## src/rtl/dram_emu_pkg.sv

```systemverilog
package dram_emu_pkg;

    typedef struct packed {
        logic ras;
        logic casl;
        logic cash;
        logic we;
        logic oe;
    } strobe_t;

    typedef enum logic [1:0] {
        PH_IDLE = 2'd0,
        PH_ROW  = 2'd1,
        PH_CBR  = 2'd2
    } phase_e;

    localparam int LANE_W = 8;
    localparam int LANES  = 2;

endpackage

```

## src/rtl/dram_pin_sampler.sv

```systemverilog
module dram_pin_sampler
    import dram_emu_pkg::*;
#(
    parameter int ADDR_W = 4,
    parameter int DQ_W   = 16
) (
    input  logic              clk,
    input  logic              rst_n,
    input  strobe_t           pins_raw,
    input  logic [ADDR_W-1:0] addr_raw,
    input  logic [DQ_W-1:0]   dq_raw,
    output strobe_t           cur,
    output strobe_t           prev,
    output logic [ADDR_W-1:0] addr_s,
    output logic [DQ_W-1:0]   dq_s
);

    typedef struct packed {
        strobe_t           now;
        strobe_t           old;
        logic [ADDR_W-1:0] addr;
        logic [DQ_W-1:0]   dq;
    } smp_t;

    localparam strobe_t IDLE_PINS = '{ras: 1'b1, casl: 1'b1, cash: 1'b1, we: 1'b1, oe: 1'b1};

    smp_t smp_d, smp_q;

    always_comb begin
        smp_d      = smp_q;
        smp_d.now  = pins_raw;
        smp_d.old  = smp_q.now;
        smp_d.addr = addr_raw;
        smp_d.dq   = dq_raw;
    end

    always_ff @(posedge clk) begin
        if (!rst_n) begin
            smp_q.now  <= IDLE_PINS;
            smp_q.old  <= IDLE_PINS;
            smp_q.addr <= '0;
            smp_q.dq   <= '0;
        end else begin
            smp_q <= smp_d;
        end
    end

    assign cur    = smp_q.now;
    assign prev   = smp_q.old;
    assign addr_s = smp_q.addr;
    assign dq_s   = smp_q.dq;

endmodule

```

## config.mk

```make
export PLATFORM = sky130hd
export DESIGN_NAME = dram_pin_sampler
export DESIGN_NICKNAME = d
export VERILOG_FILES = /design/src/rtl/dram_emu_pkg.sv /design/src/rtl/dram_pin_sampler.sv
export SDC_FILE = /design/constraint.sdc
export NUM_CORES = 1
export LEC_CHECK = 0
export CORE_MARGIN = 3
export CORE_UTILIZATION = 33
export CTS_CLUSTER_DIAMETER = 40
export CTS_CLUSTER_SIZE = 20
export DETAILED_ROUTE_END_ITERATION = 10
export PLACE_DENSITY = 0.85
export SKIP_CTS_REPAIR_TIMING = 1
export SLEW_MARGIN = 5
export SYNTH_ARGS = -nofsm -noshare
export SYNTH_HDL_FRONTEND = slang
export SYNTH_SLANG_ARGS = --single-unit
```

## constraint.sdc

```tcl
create_clock -name clk -period 0.8 [get_ports clk]
set_input_delay 0.08 -clock clk [delete_from_list [all_inputs] [get_ports clk]]
set_output_delay 0.08 -clock clk [all_outputs]
set_load 0.02 [all_outputs]
```

After elaboration in Yosys (flattened, before gate mapping):

Index checks and enable logic that the tools add are counted.

* bits in registers: 30
* input bits: 27
* output and inout port bits: 30
* word-level logic and storage cells: 12

Longest topological paths before layout:

* depth in word-level cells: 0
* depth in mapped cells: 2
* mapped depth without buffers: 1

Worst setup path after synthesis:

Ideal clock, no wire load.

* kind: register to register
* start: register smp_q, in the netlist cur[0]
* end: register smp_q, in the netlist prev[0]
* library setup time: 117 ps
* arrival time: 498 ps
* data required time: 683 ps
* setup slack: 185 ps
* cell stages (with the launch flop): 2
* path buffers: 0
* period minus slack after synthesis: 615 ps
* path through: dfxtp_1 nand2b_1

RTL lines
* start, declared: line dram_pin_sampler.sv:27 `smp_t smp_d, smp_q;`
* start signal, assigned: line dram_pin_sampler.sv:44 `smp_q <= smp_d;`

No word-level cell between the ends.

Worst setup path in the final report:

* start: register smp_q, in the netlist addr_s[0]
* end: output port addr_s[0]

RTL lines
* end, declared: line dram_pin_sampler.sv:14 `output logic [ADDR_W-1:0] addr_s,`

No word-level cell between the ends.

==> metrics.txt <==
cts bufs inserted=5; Area growth syn-to-layout=92.0%; row cnt=17; Hold Slack=315 ps; FF+latch area=approximately 640 µm²; total of max-cap violations=0; # setup viols final=30; Initial Utilization=0.358; fmax=1.17 GHz; via count=637; top_reg_cell synth=dfxtp_1; largest family of logic cells by synthesized area=simple AND/OR/NAND/NOR gates; RSZ-0062 raised after global routing=yes; PwrDens=2030 nW/µm²; placed standard-cell area=1410 µm²; Max clock buf depth=2; first-pass GRT wire length=2750 µm; Final Net Count=152; initial drt markers=7; routed vias/inst=4.14; layout cells sized above 1=0.627; Bufs and invs on worst path=1; xor/xnor share of the synthesized area=0; Syn Inst Count=63; Port-buffer cells=56; CTS root buf=clkbuf_4; register area share after synthesis=0.737; Hold Fails Final Rpt=0; Hold Path Class=in -> reg; failing checks=negative setup slack; CP peak stage delay=350 ps; Crit Path Category=reg -> out; outcome=finished, violations left; Setup WS pre-CTS=-200 ps; clock sinks=30; number of synthesized flops with an enable pin=0; CP Cell Sequence=buf_6; pin count of the biggest net entering global routing=16; CP Capture Type=output pin; WP data arrival=770 ps; gr usage total=0.122; Overflow after GRT=0; DR pass1 iterations=4; Mean Syn Cell Area=12.9 µm²; Design Power=3.18 mW; Layout Skew=0.739 ps; top cells by count, synth=30 x dfxtp_1, 11 x and2_1, 10 x nand2b_1; Worst-Margin Slew=about 130 ps; clock transition at the registers of the reported paths=90 ps; #FFs+latches synth=30; Core ar.=between 2000 and 2500 µm²; Final Instance Area=between 1500 and 2000 µm²; Routed Antenna Nets=0; maximum VDD drop=0.00150 V; Leakage=0.669 nW; multi-input combinational cell area=slightly below 200 µm²; Avg WL per Cell=roughly 14 µm; Ports=57; Placer Congestion=roughly 0.77; Simple-Gate Fraction of Synth Area=0.244; antenna cells=0; chip height=55.7 µm; Tcrit/Tclk final=1.07; Pins Over Slew Limit=0; crit start category=flop; Final WS setup=-52.8 ps; Compound-Gate Fraction of Synth Area=0; Yosys warnings=0; area leader, netlist=dfxtp_1; most frequent cell after synthesis=dfxtp_1; Post-Route WL=between 2000 and 2500 µm; initial antenna violation count=0; Post-Syn Area=815 µm²; Crit Path Max Fanout=1; post-synth top area share=0.737; Synth cell types=6; Synth Area in Adders=0; WP data required=roughly 720 ps; via count of the first global-routing pass=598; Worst slew margin=0.913; proportion of synthesized area in mux cells=0; top post-synthesis cells by area=dfxtp_1 74%, and2_1 8.4%, and2_2 8.3%, nand2b_1 7.7%, clkbuf_2 1.2%; Die ar.=3100 µm²; setup TNS=-1210 ps; Fill cells=around 170; syn_nets=90; CP max stage cell=dfxtp_2; asr flop ratio synth=0; post-DP HPWL=about 1400 µm; Tmin final=853 ps; Die Wd=55.7 µm; CTS tree=done; Clk Latency, worst-skew pair=310 ps; drt drc=0; Max H-tree Level=2; crit-path leading delay family=flip-flops
==> layout make-up <==
cell class | count | area share
well taps | 28 | 0.0224
repair buffers | 58 | 0.392
multi-input cells | 30 | 0.127
flip-flops and latches | 30 | 0.408
clock buffers | 8 | 0.0504
==> per-stage QoR <==
| stage | utilization | instances |
|---|---|---|
| final | 0.687 | 154 |
| after global routing | 0.687 | 154 |
| after CTS | 0.654 | 154 |
| after detailed placement | 0.620 | 146 |
| after global placement | 0.620 | 146 |
| after floorplan | - | 63 |
==> metal layers <==
layer  global-route usage  share of wire
met3               0.0696          0.092
met5                    0              0
met1                0.125           0.37
met2                0.193           0.52
met4               0.0729          0.019
==> cells by family after synthesis <==
group	Yosys count
flip-flops	30
buffers and inverters	3
AND/OR/NAND/NOR	30
==> power by group <==
| part | internal, mW | switching (mW) | leakage [nW] |
|---|---|---|---|
| registers | 1.58 | 0.0386 | 0.252 |
| logic | 0.296 | 0.176 | 0.372 |
| clock network | 0.600 | 0.482 | 0.0446 |
| total | 2.48 | 0.697 | 0.669 |
==> cell usage in the layout (no fill, tap or decap), drive strengths merged <==
cell type / n
buf: 32
dfxtp: 30
clkdlybuf4s50: 26
and2: 20
nand2b: 10
clkbuf: 8
==> final timing paths <==
check | depth (start not counted) | from | endpoint | slack, ps
min | 2 | pins_raw[0] | cur[0]$_SDFF_PN1_ | 310
max | 1 | addr_s[0]$_SDFF_PN0_ | addr_s[0] | -50
max reg2reg | 1 | cur[4]$_SDFF_PN1_ | prev[4]$_SDFF_PN1_ | 230
min reg2reg | 1 | cur[2]$_SDFF_PN1_ | prev[2]$_SDFF_PN1_ | 450
==> flip-flops by register name, summed over array words and instances, names as in the netlist <==
| signal | cells |
|---|---|
| addr_s | 4 |
| cur | 5 |
| dq_s | 16 |
| prev | 5 |
(Power assumes the default switching activity.)
